### src/rtl/tcmp_pkg.sv
package tcmp_pkg;

    localparam int MODE_W = 4;

    localparam logic [MODE_W-1:0] MODE_OFF       = 4'h0;
    localparam logic [MODE_W-1:0] MODE_CMP_FLAG  = 4'h2;
    localparam logic [MODE_W-1:0] MODE_DRIVE_HI  = 4'h8;
    localparam logic [MODE_W-1:0] MODE_DRIVE_LO  = 4'h9;
    localparam logic [MODE_W-1:0] MODE_FLAG      = 4'hA;
    localparam logic [MODE_W-1:0] MODE_RESET_REQ = 4'hB;

    typedef enum logic [2:0] {
        ST_OFF,
        ST_ARM_HI,
        ST_HELD_HI,
        ST_ARM_LO,
        ST_HELD_LO,
        ST_EVENT
    } fsm_state_t;

    // State the machine takes when a mode code is first applied.
    function automatic fsm_state_t entry_state(input logic [MODE_W-1:0] code);
        fsm_state_t st;
        case (code)
            MODE_DRIVE_HI:  st = ST_ARM_HI;
            MODE_DRIVE_LO:  st = ST_ARM_LO;
            MODE_CMP_FLAG,
            MODE_FLAG,
            MODE_RESET_REQ: st = ST_EVENT;
            default:        st = ST_OFF;
        endcase
        return st;
    endfunction

endpackage

### src/rtl/tcmp_match_detect.sv
module tcmp_match_detect #(
    parameter int TW = 16
) (
    input  logic          clk,
    input  logic          rst_n,
    input  logic [TW-1:0] tmr_val,
    input  logic          cmp_wr_en,
    input  logic [TW-1:0] cmp_wr_data,
    output logic          eq_rise
);

    logic [TW-1:0] cmp_q;
    logic [TW-1:0] bit_eq;
    logic          eq_now;
    logic          eq_q;

    // Compare register: a write lands at the edge, so it is used next cycle.
    always_ff @(posedge clk) begin
        if (!rst_n) begin
            cmp_q <= '0;
        end else if (cmp_wr_en) begin
            cmp_q <= cmp_wr_data;
        end
    end

    // Per-bit equality, reduced below.
    for (genvar i = 0; i < TW; i++) begin : g_bit_eq
        assign bit_eq[i] = ~(tmr_val[i] ^ cmp_q[i]);
    end

    assign eq_now = &bit_eq;

    always_ff @(posedge clk) begin
        if (!rst_n) begin
            eq_q <= 1'b0;
        end else begin
            eq_q <= eq_now;
        end
    end

    // Only the first cycle of equality counts.
    assign eq_rise = eq_now & ~eq_q;

endmodule

### src/rtl/tcmp_mode_fsm.sv
module tcmp_mode_fsm
    import tcmp_pkg::*;
(
    input  logic              clk,
    input  logic              rst_n,
    input  logic [MODE_W-1:0] mode,
    input  logic              eq_rise,
    output logic              match,
    output logic              go_off,
    output logic              reset_code,
    output logic              pin_out
);

    fsm_state_t        state_q;
    fsm_state_t        state_d;
    logic [MODE_W-1:0] mode_q;
    logic              mode_steady;
    logic              pin_q;

    assign mode_steady = (mode == mode_q);
    assign match       = eq_rise && mode_steady && (state_q != ST_OFF);
    assign go_off      = (state_d == ST_OFF);
    assign reset_code  = (mode_q == MODE_RESET_REQ);

    always_ff @(posedge clk) begin
        if (!rst_n) begin
            mode_q <= MODE_OFF;
        end else begin
            mode_q <= mode;
        end
    end

    // Next-state logic.
    always_comb begin
        state_d = state_q;
        if (!mode_steady) begin
            state_d = entry_state(mode);
        end else begin
            unique case (state_q)
                ST_OFF:     state_d = ST_OFF;
                ST_ARM_HI:  state_d = match ? ST_HELD_HI : ST_ARM_HI;
                ST_HELD_HI: state_d = ST_HELD_HI;
                ST_ARM_LO:  state_d = match ? ST_HELD_LO : ST_ARM_LO;
                ST_HELD_LO: state_d = ST_HELD_LO;
                ST_EVENT:   state_d = ST_EVENT;
            endcase
        end
    end

    // State register.
    always_ff @(posedge clk) begin
        if (!rst_n) begin
            state_q <= ST_OFF;
        end else begin
            state_q <= state_d;
        end
    end

    // Output register: pin level.
    always_ff @(posedge clk) begin
        if (!rst_n) begin
            pin_q <= 1'b0;
        end else if (!mode_steady) begin
            unique case (state_d)
                ST_ARM_HI:  pin_q <= 1'b0;
                ST_ARM_LO:  pin_q <= 1'b1;
                ST_EVENT:   pin_q <= pin_q;
                ST_OFF:     pin_q <= 1'b0;
                ST_HELD_HI: pin_q <= 1'b1;
                ST_HELD_LO: pin_q <= 1'b0;
            endcase
        end else begin
            unique case (state_q)
                ST_OFF:     pin_q <= 1'b0;
                ST_ARM_HI:  pin_q <= match ? 1'b1 : pin_q;
                ST_ARM_LO:  pin_q <= match ? 1'b0 : pin_q;
                ST_HELD_HI: pin_q <= 1'b1;
                ST_HELD_LO: pin_q <= 1'b0;
                ST_EVENT:   pin_q <= pin_q;
            endcase
        end
    end

    assign pin_out = pin_q;

endmodule

### src/rtl/tcmp_flag_irq.sv
module tcmp_flag_irq (
    input  logic clk,
    input  logic rst_n,
    input  logic match,
    input  logic go_off,
    input  logic reset_code,
    input  logic flag_clr,
    input  logic irq_en,
    output logic flag,
    output logic irq,
    output logic tmr_rst_req
);

    logic flag_q;
    logic rst_req_q;

    // Priority: disable, then match, then software clear.
    always_ff @(posedge clk) begin
        if (!rst_n) begin
            flag_q <= 1'b0;
        end else if (go_off) begin
            flag_q <= 1'b0;
        end else if (match) begin
            flag_q <= 1'b1;
        end else if (flag_clr) begin
            flag_q <= 1'b0;
        end
    end

    always_ff @(posedge clk) begin
        if (!rst_n) begin
            rst_req_q <= 1'b0;
        end else begin
            rst_req_q <= match && reset_code;
        end
    end

    assign flag        = flag_q;
    assign irq         = flag_q & irq_en;
    assign tmr_rst_req = rst_req_q;

endmodule

### src/rtl/tcmp_unit.sv
module tcmp_unit
    import tcmp_pkg::*;
#(
    parameter int TW = 16
) (
    input  logic              clk,
    input  logic              rst_n,
    input  logic [TW-1:0]     tmr_val,
    input  logic              cmp_wr_en,
    input  logic [TW-1:0]     cmp_wr_data,
    input  logic [MODE_W-1:0] mode,
    input  logic              flag_clr,
    input  logic              irq_en,
    output logic              pin_out,
    output logic              flag,
    output logic              irq,
    output logic              tmr_rst_req
);

    logic eq_rise;
    logic match;
    logic go_off;
    logic reset_code;

    tcmp_match_detect #(
        .TW(TW)
    ) match_i (
        .clk         (clk),
        .rst_n       (rst_n),
        .tmr_val     (tmr_val),
        .cmp_wr_en   (cmp_wr_en),
        .cmp_wr_data (cmp_wr_data),
        .eq_rise     (eq_rise)
    );

    tcmp_mode_fsm fsm_i (
        .clk        (clk),
        .rst_n      (rst_n),
        .mode       (mode),
        .eq_rise    (eq_rise),
        .match      (match),
        .go_off     (go_off),
        .reset_code (reset_code),
        .pin_out    (pin_out)
    );

    tcmp_flag_irq flag_i (
        .clk         (clk),
        .rst_n       (rst_n),
        .match       (match),
        .go_off      (go_off),
        .reset_code  (reset_code),
        .flag_clr    (flag_clr),
        .irq_en      (irq_en),
        .flag        (flag),
        .irq         (irq),
        .tmr_rst_req (tmr_rst_req)
    );

endmodule

### config.mk
export PLATFORM = sky130hd
export DESIGN_NAME = tcmp_unit
export DESIGN_NICKNAME = d
export VERILOG_FILES = /design/src/rtl/tcmp_pkg.sv /design/src/rtl/tcmp_match_detect.sv /design/src/rtl/tcmp_mode_fsm.sv /design/src/rtl/tcmp_flag_irq.sv /design/src/rtl/tcmp_unit.sv
export SDC_FILE = /design/constraint.sdc
export NUM_CORES = 1
export LEC_CHECK = 0
export ABC_AREA = 0
export CORE_ASPECT_RATIO = 0.7
export CORE_MARGIN = 8
export CORE_UTILIZATION = 60
export CTS_CLUSTER_SIZE = 40
export DETAILED_ROUTE_END_ITERATION = 8
export DONT_BUFFER_PORTS = 1
export HOLD_SLACK_MARGIN = 0.06
export PLACE_DENSITY = 0.76
export SYNTH_ARGS = -nofsm -noshare
export SYNTH_HDL_FRONTEND = slang
export SYNTH_SLANG_ARGS = --single-unit
### constraint.sdc
create_clock -name clk -period 2.1 [get_ports clk]
set_input_delay 0.315 -clock clk [delete_from_list [all_inputs] [get_ports clk]]
set_output_delay 0.315 -clock clk [all_outputs]
set_load 0.05 [all_outputs]
==> parameters.txt, run 1 <==
Parameter                              Value

Run status
  Status ... completed

Floorplanning
  I/O pins ... 45
  Starting density of the core ... 0.6294
  Horizontal extent of the die ... approximately 73 µm
  Floorplan die height ... 55.62 µm
  Die Area ... 0.004037 mm²
  Placeable Area ... 0.002137 mm²
  Count of standard-cell rows ... 14

Drt
  Detailed-route vias per instance ... 5.793
  Total wire length ... 2.925 mm
  Total number of vias ... between 1000 and 1500
  Count of unresolved DRC violations after routing ... 0
  Initial drt markers ... between 100 and 150
  Final routed wire length divided by cell count ... between 15 and 20 µm
  Remaining antenna violation count ... 0
  Iteration count of the initial detailed-routing pass ... 4

Critical path
  Longest individual stage delay on the worst path ... between 0.3 and 0.4 ns
  Setup crit start ... match_i.cmp_q[15]
  Length in cells of the worst reg-to-reg path ... 6
  End of the worst register-to-register path ... fsm_i.state_q[0]
  Maximum fanout encountered on the critical timing path ... 4
  Startpoint kind of the worst setup timing path ... register
  Required @ worst endpoint ... between 2 and 2.5 ns
  Worst setup EP type ... register
  Reg-to-reg slack, setup ... 0.23 ns
  Crit-path slowest cell ... sky130_fd_sc_hd__nor4_1
  Reg-to-reg critical path startpoint ... match_i.cmp_q[15]
  Cell breakdown of the critical path ... xor2_1 > nor4_1 > nand4_1 > nor3_2 > a211oi_1 > o31a_1
  Last element of the critical path ... fsm_i.state_q[0]
  CP Data Arrival Time ... 2.09 ns
  Critical path class ... register to register

Global route
  Global-route usage over all layers ... 0.1445
  Via count of the first global-routing pass ... 1009
  Wire length of the first global-routing pass ... 4.671 mm
  Maximum number of pins on one net before global-route repair ... 21
  Leftover overflow at the end of global routing ... 0
  Initial antenna violation count ... 0

Pwr
  Total net switching power ... 211.1 µW
  Internal cell power ... 667.3 µW
  Worst ir drop on vdd ... 0.0003931 V
  Clock share of power ... 0.242
  Part of the power in registers ... 0.639
  Combinational group share of total power ... 0.120
  Leakage power of the design ... approximately 0.65 nW
  Power density normalized to cell area ... 626.9 mW/mm²
  Switching power as a share of total power ... 0.2403

Synth
  Synthesized instance count ... 146
  Count of different cell masters after synthesis ... 33
  Count of yosys warnings during synthesis ... 0
  Register area share after synthesis ... 0.4019
  Cell type contributing the most total cell area after synthesis ... sky130_fd_sc_hd__dfxtp_1
  Net count after synthesis ... 188
  Primary FF master, synth ... sky130_fd_sc_hd__dfxtp_1
  Number of storage elements in the synthesis netlist ... 27
  Post-synth ARST share ... 0
  Largest cells by area after synthesis ... sky130_fd_sc_hd__dfxtp_1 40%, sky130_fd_sc_hd__xor2_1 13%, sky130_fd_sc_hd__mux2i_1 12%
  Cell Area, Synth ... 0.001345 mm²
  Post-Synthesis Mean Instance Area ... 9.213 µm²
  Number of flops mapped to enable cells by yosys ... 0
  Synth top area share ... 0.4019

Finish
  Area growth from synthesis to final layout ... 4.186%
  Final #Nets ... 190
  Final design utilization ... 0.6557
  Antenna diode count ... 0
  Share of cells above drive strength 1 ... 0.08163

CTS
  Number of clock sinks ... 27
  CTS Buffer Depth ... 2
  Reg clk slew, reported paths ... 0.13 ns
  CTS tree ... done
  Root buffer selected by CTS ... sky130_fd_sc_hd__clkbuf_4
  Hold bufs inserted after CTS ... 0
  Clock latency on the worst-skew pair ... 0.31 ns
  Total clock buffers created by CTS ... 3
  Number of post-CTS setup repair buffers ... 0
  Post_cts resized ... 0
  H-tree level count ... 1

Timing
  Final critical-path setup slack ... roughly 0.23 ns
  Number of hold-slack violations in the final timing report ... 0
  Shortest period the worst path allows ... approximately 1.9 ns
  RSZ-0062 raised after global routing ... no
  Maximum clock frequency ... 534.7 MHz
  Relative slew margins ... 0.6152
  Final worst clock skew ... about 0.0056 ns
  Worst Tran Pin Value ... 0.5765 ns
  Final slew viol count ... 0
  Post-route fraction of the period consumed by the critical path ... 0.8905
  Setup violators final ... 0
  Setup TNS ... 0 ns

Hold path
  Hold/Removal Path Class ... primary input to register

Placed design
  Gpl congestion ... 0.9849
  Detail Placement HPWL ... 2.333 mm
  Post-Place Setup Slack ... 0.2845 ns
  Quantity of I/O buffers inserted on ports ... 0

Flow run
  Number of max-cap violations ... 0
==> through the flow <==
step                instances  hold WS (ns)  area [µm²]  power [mW]
floorplan                 146        0.4151        1345      0.6657
global placement          175        0.4258        1375      0.6726
detailed placement        175        0.4282        1375      0.6770
CTS                       179       0.09554        1401      0.8892
global route              179       0.09242        1401      0.9196
finish                    179        0.1089        1401      0.8784
==> worst min path at each step <==
| stage | from | endpoint | slack (ns) | cells past startpoint |
|---|---|---|---|---|
| floorplan | fsm_i.mode_q[2] | flag_i.tmr_rst_req | 0.42 | 1 |
| global placement | fsm_i.mode_q[2] | flag_i.tmr_rst_req | 0.43 | 1 |
| detailed placement | fsm_i.mode_q[2] | flag_i.tmr_rst_req | 0.43 | 1 |
| CTS | rst_n | fsm_i.state_q[0] | 0.1 | 1 |
| global route | rst_n | fsm_i.state_q[0] | 0.09 | 1 |
| finish | mode[3] | fsm_i.mode_q[3] | 0.11 | 1 |
==> cell usage in the layout (no fill, tap or decap), types with 2 or more instances in the layout <==
cell type / count
sky130_fd_sc_hd__xor2_1: 20
sky130_fd_sc_hd__o21ai_0: 5
sky130_fd_sc_hd__dfxtp_1: 27
sky130_fd_sc_hd__a31oi_1: 2
sky130_fd_sc_hd__nand2_1: 5
sky130_fd_sc_hd__a21oi_1: 6
sky130_fd_sc_hd__clkbuf_4: 3
sky130_fd_sc_hd__mux2i_1: 16
sky130_fd_sc_hd__and2_1: 3
sky130_fd_sc_hd__o211a_1: 2
sky130_fd_sc_hd__buf_4: 3
sky130_fd_sc_hd__nor2_1: 24
sky130_fd_sc_hd__nor4_1: 5
sky130_fd_sc_hd__nor2b_1: 2
sky130_fd_sc_hd__inv_1: 3
sky130_fd_sc_hd__nand4_1: 3
sky130_fd_sc_hd__nor3_1: 2
==> layout make-up <==
cell class                 count  area [µm²]
clock buffer                   4       26.28
fill                         194       735.7
inverter                       3       11.26
multi-input combinational    110       760.7
sequential                    27       540.5
tap                           32       40.04
timing repair buffer           3       22.52
==> cell families after synthesis <==
logic type	synth area share
adder cells (fa/ha/maj)	0.009301
AND/OR/NAND/NOR	0.2056
flip-flops	0.4019
XOR/XNOR	0.1302
multiplexers	0.1191
buffers and inverters	0.03256
AO/OA/AOI/OAI	0.1014
==> cells in the mapped netlist (2+ instances only) <==
| library cell | n |
|---|---|
| sky130_fd_sc_hd__dfxtp_1 | 27 |
| sky130_fd_sc_hd__nor2_1 | 24 |
| sky130_fd_sc_hd__xor2_1 | 20 |
| sky130_fd_sc_hd__mux2i_1 | 16 |
| sky130_fd_sc_hd__a21oi_1 | 6 |
| sky130_fd_sc_hd__nand2_1 | 5 |
| sky130_fd_sc_hd__nor4_1 | 5 |
| sky130_fd_sc_hd__o21ai_0 | 5 |
| sky130_fd_sc_hd__and2_1 | 3 |
| sky130_fd_sc_hd__clkbuf_1 | 3 |
| sky130_fd_sc_hd__inv_1 | 3 |
| sky130_fd_sc_hd__nand4_1 | 3 |
| sky130_fd_sc_hd__a31oi_1 | 2 |
| sky130_fd_sc_hd__buf_2 | 2 |
| sky130_fd_sc_hd__nor2b_1 | 2 |
| sky130_fd_sc_hd__nor3_1 | 2 |
| sky130_fd_sc_hd__o211a_1 | 2 |
==> power groups by stage <==
stage | Clock [mW] | Sequential [mW] | Combinational, mW
2_1_floorplan | 0 | 0.568 | 0.0980
3_3_place_gp | 0 | 0.571 | 0.102
3_5_place_dp | 0 | 0.572 | 0.105
4_1_cts | 0.223 | 0.561 | 0.105
5_1_grt | 0.237 | 0.564 | 0.118
6_report | 0.212 | 0.561 | 0.105
==> metal layers <==
layer,global-route usage,vias up,routed length [µm]
li1,-,510,-
met1,0.1665,475,1200
met2,0.2188,46,1269
met3,0.08993,6,421
met4,0.03409,0,34
met5,0,-,0
==> registers in the layout (all words and copies together) (netlist names) <==
register / flops
flag_i.tmr_rst_req: 1
fsm_i.state_q: 3
flag_i.flag: 1
match_i.cmp_q: 16
fsm_i.pin_out: 1
match_i.eq_q: 1
fsm_i.mode_q: 4
==> worst max-delay path: cells and delay by family, from the launching register on <==
kind | cells | cell delay [ns]
simple gates | 3 | 0.95
flops | 1 | 0.35
compound gates | 2 | 0.32
xor+xnor | 1 | 0.17
Power figures use the tool's default switching activity.
==> run 2, diff against run 1 <==
--- a/config.mk
+++ b/config.mk
@@ -7,13 +7,12 @@
 export LEC_CHECK = 0
 export ABC_AREA = 0
 export CORE_ASPECT_RATIO = 0.7
-export CORE_MARGIN = 8
-export CORE_UTILIZATION = 60
+export CORE_MARGIN = 2
+export CORE_UTILIZATION = 35
 export CTS_CLUSTER_SIZE = 40
 export DETAILED_ROUTE_END_ITERATION = 8
 export DONT_BUFFER_PORTS = 1
 export HOLD_SLACK_MARGIN = 0.06
-export PLACE_DENSITY = 0.76
 export SYNTH_ARGS = -nofsm -noshare
 export SYNTH_HDL_FRONTEND = slang
 export SYNTH_SLANG_ARGS = --single-unit
==> run 2 against run 1 <==
Net effect:
- cell count up 10%
- non-clock buffer count unchanged
- clock skew down 0.0035 ns
- global-route usage down 1.0 points
- combinational power about the same
- count of clock-buffer cells in the layout down 1
- sequential share of layout area down 1.1 points
- cell area up 3.0%
- worst hold slack better by 0.057 ns
- critical endpoint unchanged
==> parameters.txt, run 2 (synthesis results as in run 1) <==
Parameter                              Value

Finish
  Most flop-heavy register ... match_i.cmp_q
  Area of the multi-input gates ... 760.7 µm²
  Flip-flop count of the largest register after layout ... 16
  Antenna diode count ... 0
  Most frequent cells in the layout ... 27 x sky130_fd_sc_hd__dfxtp_1, 24 x sky130_fd_sc_hd__nor2_1, 20 x sky130_fd_sc_hd__xor2_1
  Final #Nets ... 190
  Final cell area excluding filler cells ... approximately 0.0014 mm²
  Area growth from synthesis to final layout ... 7.348%
  Filler cells ... 372
  Share of cells above drive strength 1 ... 0.08844
  Registers with the most flip-flops ... match_i.cmp_q (16), fsm_i.mode_q (4), fsm_i.state_q (3)
  Final cell count without fillers ... approximately 200
  Most frequent standard cell in the layout excluding fill and tap cells ... sky130_fd_sc_hd__dfxtp_1
  Area of all sequential standard cells ... 540.5 µm²

Timing
  Worst Tran Pin Value ... 0.6257 ns
  Relative slew margins ... 0.5824
  Shortest period the worst path allows ... 1.817 ns
  Post-route fraction of the period consumed by the critical path ... 0.8651
  Setup TNS ... 0 ns
  Final slew viol count ... 0
  Maximum clock frequency ... 550.5 MHz
  Number of hold-slack violations in the final timing report ... 0
  Worst hold slack across all endpoints ... 0.1664 ns
  Setup violators final ... 0
  Final worst clock skew ... 0.002087 ns
  RSZ-0062 raised after global routing ... no

CTS
  CTS Buffer Depth ... 2
  Number of post-CTS setup repair buffers ... 0
  Reg clk slew, reported paths ... 0.09 ns
  Clock latency on the worst-skew pair ... ~0.27 ns
  Total clock buffers created by CTS ... 3
  CTS tree ... done
  Number of clock sinks ... 27
  H-tree level count ... 1
  Post_cts resized ... 0
  Root buffer selected by CTS ... sky130_fd_sc_hd__clkbuf_8
  Hold bufs inserted after CTS ... 0

Critical path
  Maximum fanout encountered on the critical timing path ... 4
  Worst setup EP type ... register
  Longest individual stage delay on the worst path ... about 0.36 ns
  Startpoint kind of the worst setup timing path ... register
  CP Data Arrival Time ... 1.98 ns
  Length in cells of the worst reg-to-reg path ... 6
  Depth of the critical timing path with buffers and inverters included ... 6
  Critical path class ... register to register
  Cell breakdown of the critical path ... xor2_1 > nor4_1 > nand4_1 > nor3_2 > a211oi_1 > o31a_1
  Required @ worst endpoint ... approximately 2.3 ns
  Category of cells accounting for the largest share of critical-path delay ... simple AND/OR/NAND/NOR gates
  Crit-path slowest cell ... sky130_fd_sc_hd__nor4_1
  Count of buffering cells on the critical path with inverters included ... 0

Pwr
  Power density normalized to cell area ... approximately 660 mW/mm²
  Leakage power of the design ... 0.6559 nW
  Worst ir drop on vdd ... around 0.00033 V

Drt
  Count of unresolved DRC violations after routing ... 0
  Iteration count of the initial detailed-routing pass ... 4
  Detailed-route vias per instance ... 5.188
  Total wire length ... 2.805 mm
  Final routed wire length divided by cell count ... 14.24 µm
  Initial drt markers ... 21
  Remaining antenna violation count ... 0
  Total number of vias ... 1022

Floorplanning
  Placeable Area ... 0.003603 mm²
  I/O pins ... 45
  Floorplan die height ... 55.87 µm
  Starting density of the core ... 0.3733
  Die Area ... about 0.0044 mm²
  Count of standard-cell rows ... 18
  Horizontal extent of the die ... 78.10 µm

Placed design
  Detail Placement HPWL ... around 2.2 mm
  Placed Cells incl. Taps ... 193
  Quantity of I/O buffers inserted on ports ... 0
  Area after detailed placement ... 0.001398 mm²
  Gpl congestion ... 0.8377

Hold path
  Hold/Removal Path Class ... primary input to register
  Hold-critical path depth ... 1

Global route
  Leftover overflow at the end of global routing ... 0
  Initial antenna violation count ... 0
  Maximum number of pins on one net before global-route repair ... 21
  Wire length of the first global-routing pass ... 4.623 mm
  Global-route usage over all layers ... 0.1342
  Via count of the first global-routing pass ... 993

Run status
  Status ... completed

Flow run
  Number of max-cap violations ... 0
## run 2: cell type report
cell class	count	area share
inverter	3	0.007799
tap	50	0.04333
timing repair buffer	3	0.01560
clock buffer	3	0.02860
sequential	27	0.3744
clock inverter	1	0.003466
multi-input combinational	110	0.5269
## run 2: power breakdown
group          internal [mW]  switching [mW]  leakage [nW]
combinational         0.0553          0.0505         0.408
sequential             0.537          0.0226         0.222
clock                  0.133           0.155        0.0255
## run 2: path summary, 6_finish.rpt
check | startpoint | end | slack, ns
worst max-delay path | match_i.cmp_q[12] | fsm_i.state_q[0] | 0.28
worst min register to register | fsm_i.mode_q[2] | flag_i.tmr_rst_req | 0.47
worst min-delay path | rst_n | fsm_i.pin_out | 0.17
worst max register to register | match_i.cmp_q[12] | fsm_i.state_q[0] | 0.28
## run 2: through the flow
| stage | util | worst slack (ns) | power (mW) |
|---|---|---|---|
| floorplan | - | 0.5149 | 0.6657 |
| global placement | 0.3878 | 0.3104 | 0.6733 |
| detailed placement | 0.3878 | 0.2658 | 0.6784 |
| CTS | 0.4007 | 0.2316 | 0.9674 |
| global route | 0.4007 | 0.09652 | 1.010 |
| finish | 0.4007 | 0.2834 | 0.9537 |
## run 2: per-layer routing
layer  GRT usage  wire length (µm)  part of all wire  up-vias
met5           0                 0                 0        -
met4     0.03258                16            0.0057        0
met3     0.05195               282              0.10        2
met2      0.2118              1271              0.45       37
met1      0.1728              1234              0.44      475
li1            -                 -                 -      508
## run 2: worst register-to-register path, delay by kind of cell, from the launching register on
kind	cells	cell delay (ns)
XOR/XNOR	1	0.16
flip-flops	1	0.33
AND/OR/NAND/NOR	3	0.90
AO/OA/AOI/OAI	2	0.33
==> run 3, diff against run 2 <==
==> constraint.sdc (replaced) <==
create_clock -name clk -period 1.9 [get_ports clk]
set_input_delay 0.285 -clock clk [delete_from_list [all_inputs] [get_ports clk]]
set_output_delay 0.285 -clock clk [all_outputs]
set_load 0.05 [all_outputs]
==> run 3 against run 2 <==
Net effect:
- sequential power grew 11%
- combinational power grew 12%
- critical path type unchanged
- sequential share of layout area shrank 0.83 points
- first-iteration DRC count grew 48%
- routed wire length grew 2.1%
- non-clock buffer count grew 1
- clock power grew 14%
- power grew 12%
- critical endpoint unchanged
- worst setup slack lost 0.19 ns
- global-route usage is essentially flat
- largest power group unchanged
- register-to-register slack lost 0.19 ns
- cell count grew 0.51%
==> parameters.txt, run 3 (synthesis results as in run 1) <==
Parameter                              Value

Run status
  Status ... completed

Finish
  Most frequent cells in the layout ... 26 x sky130_fd_sc_hd__dfxtp_1, 23 x sky130_fd_sc_hd__nor2_1, 20 x sky130_fd_sc_hd__xor2_1
  Antenna diode count ... 0
  Final cell count without fillers ... 198
  Registers with the most flip-flops ... match_i.cmp_q (16), fsm_i.mode_q (4), fsm_i.state_q (3)
  Area growth from synthesis to final layout ... 10.05%
  Flip-flop count of the largest register after layout ... 16
  Share of cells above drive strength 1 ... 0.1216
  Final #Nets ... around 190
  Most frequent standard cell in the layout excluding fill and tap cells ... sky130_fd_sc_hd__dfxtp_1
  Most flop-heavy register ... match_i.cmp_q

Timing
  Setup violators final ... 0
  Final slew viol count ... 0
  Relative slew margins ... 0.5858
  Number of hold-slack violations in the final timing report ... 0
  Post-route fraction of the period consumed by the critical path ... 0.9501
  Setup TNS ... 0 ns
  Worst hold slack across all endpoints ... approximately 0.13 ns
  Final critical-path setup slack ... 0.09474 ns
  Shortest period the worst path allows ... 1.805 ns
  Maximum clock frequency ... 553.9 MHz
  Worst Tran Pin Value ... between 0.6 and 0.7 ns
  Final worst clock skew ... 0.005177 ns

Critical path
  CP Data Arrival Time ... 1.97 ns
  Startpoint kind of the worst setup timing path ... register
  Worst setup EP type ... register
  Maximum fanout encountered on the critical timing path ... 4
  Longest individual stage delay on the worst path ... 0.36 ns
  Crit-path slowest cell ... sky130_fd_sc_hd__nor4_1
  Cell breakdown of the critical path ... xor2_1 > nor4_1 > nand4_1 > nor3_4 > a211oi_2 > o31a_1
  Critical path class ... register to register
  Reg-to-reg critical path startpoint ... match_i.cmp_q[12]
  Required @ worst endpoint ... 2.07 ns
  Setup crit start ... match_i.cmp_q[12]

Global route
  Maximum number of pins on one net before global-route repair ... 21
  Initial antenna violation count ... 0
  Via count of the first global-routing pass ... 1002
  GR met1 Demand/Resource ... 0.1706
  Global routing usage on met2 ... 0.2094
  Grt met3 use ... 0.05357
  Global-route usage over all layers ... 0.1338
  Busiest layer in global routing ... met2
  Wire length of the first global-routing pass ... between 4 and 5 mm
  Leftover overflow at the end of global routing ... 0

Pwr
  PnR Total Power ... 1.068 mW
  Combinational group share of total power ... 0.112
  Part of the power in registers ... 0.581
  Power density normalized to cell area ... 721.5 mW/mm²
  Leakage power of the design ... about 0.66 nW
  Worst ir drop on vdd ... between 0.0003 and 0.0004 V
  Switching power as a share of total power ... 0.2464
  Total net switching power ... 263.2 µW
  Clock share of power ... 0.307
  Internal cell power ... 804.8 µW

CTS
  Hold bufs inserted after CTS ... 0
  CTS tree ... done
  Number of clock sinks ... 27
  Clock latency on the worst-skew pair ... ~0.27 ns
  CTS Buffer Depth ... 2
  Reg clk slew, reported paths ... 0.09 ns
  Total clock buffers created by CTS ... 3
  H-tree level count ... 1
  Root buffer selected by CTS ... sky130_fd_sc_hd__clkbuf_8

Floorplanning
  Placeable Area ... 0.003603 mm²
  I/O pins ... 45
  Floorplan die height ... 55.87 µm
  Count of standard-cell rows ... 18
  Die Area ... 0.004363 mm²
  Starting density of the core ... 0.3733
  Horizontal extent of the die ... 78.10 µm

Placed design
  Placed Cells incl. Taps ... 193
  Post-Place Setup Slack ... about 0.023 ns
  Detail Placement HPWL ... 2.188 mm
  Gpl congestion ... 0.8059
  Quantity of I/O buffers inserted on ports ... 0

Drt
  Total number of vias ... 1035
  Final routed wire length divided by cell count ... 14.46 µm
  Total wire length ... 2.864 mm
  Count of unresolved DRC violations after routing ... 0
  Iteration count of the initial detailed-routing pass ... 4
  Detailed-route vias per instance ... 5.227
  Remaining antenna violation count ... 0
  Initial drt markers ... 31

Hold path
  Hold Startpoint ... mode[2]
  Hold/Removal Path Class ... primary input to register

Flow run
  Number of max-cap violations ... 0
[run 3: final timing paths]
kind | endpoint | slack (ns) | cells after the start
hold / removal | fsm_i.mode_q[2] | 0.13 | 1
setup / recovery | fsm_i.state_q[0] | 0.09 | 6
setup reg to reg | fsm_i.state_q[0] | 0.09 | 6
hold reg to reg | flag_i.tmr_rst_req | 0.48 | 1
[run 3: critical path: cells and delay by family, from the launching register on]
kind	cells	cell delay, ns
AND/OR/NAND/NOR	3	0.91
flip-flops	1	0.33
AO/OA/AOI/OAI	2	0.29
XOR/XNOR	1	0.15
[run 3: power groups by stage]
stage               Combinational (mW)  Sequential, mW  Clock (mW)
floorplan                        0.108           0.627           0
detailed placement               0.116           0.634           0
global route                     0.134           0.624       0.371
finish                           0.119           0.620       0.328
global placement                 0.113           0.632           0
CTS                              0.117           0.621       0.341
[run 3: per-stage QoR]
| stage | util | area, µm² |
|---|---|---|
| floorplan | - | 1345 |
| global placement | 0.3878 | 1398 |
| detailed placement | 0.3878 | 1398 |
| CTS | 0.4031 | 1453 |
| global route | 0.4108 | 1480 |
| finish | 0.4108 | 1480 |
[run 3: cell type report]
cell class,instances,area [µm²]
clock buffers,3,41.29
multi-input cells,110,785.8
clock inverters,1,7.507
well taps,50,62.56
fillers,381,2123
repair buffers,4,30.03
inverters,3,11.26
flip-flops and latches,27,541.8
[run 3: per-layer routing]
layer,up-vias,part of all wire
li1,511,-
met1,476,0.45
met5,-,0
met2,42,0.45
met4,0,0.012
met3,6,0.086
[run 3: timing repair]
action | CTS | global route
setup buffers | 0 | 1
resized for setup | 1 | 5
endpoints found under the setup margin | 1 | 6
pin swaps | 0 | 3
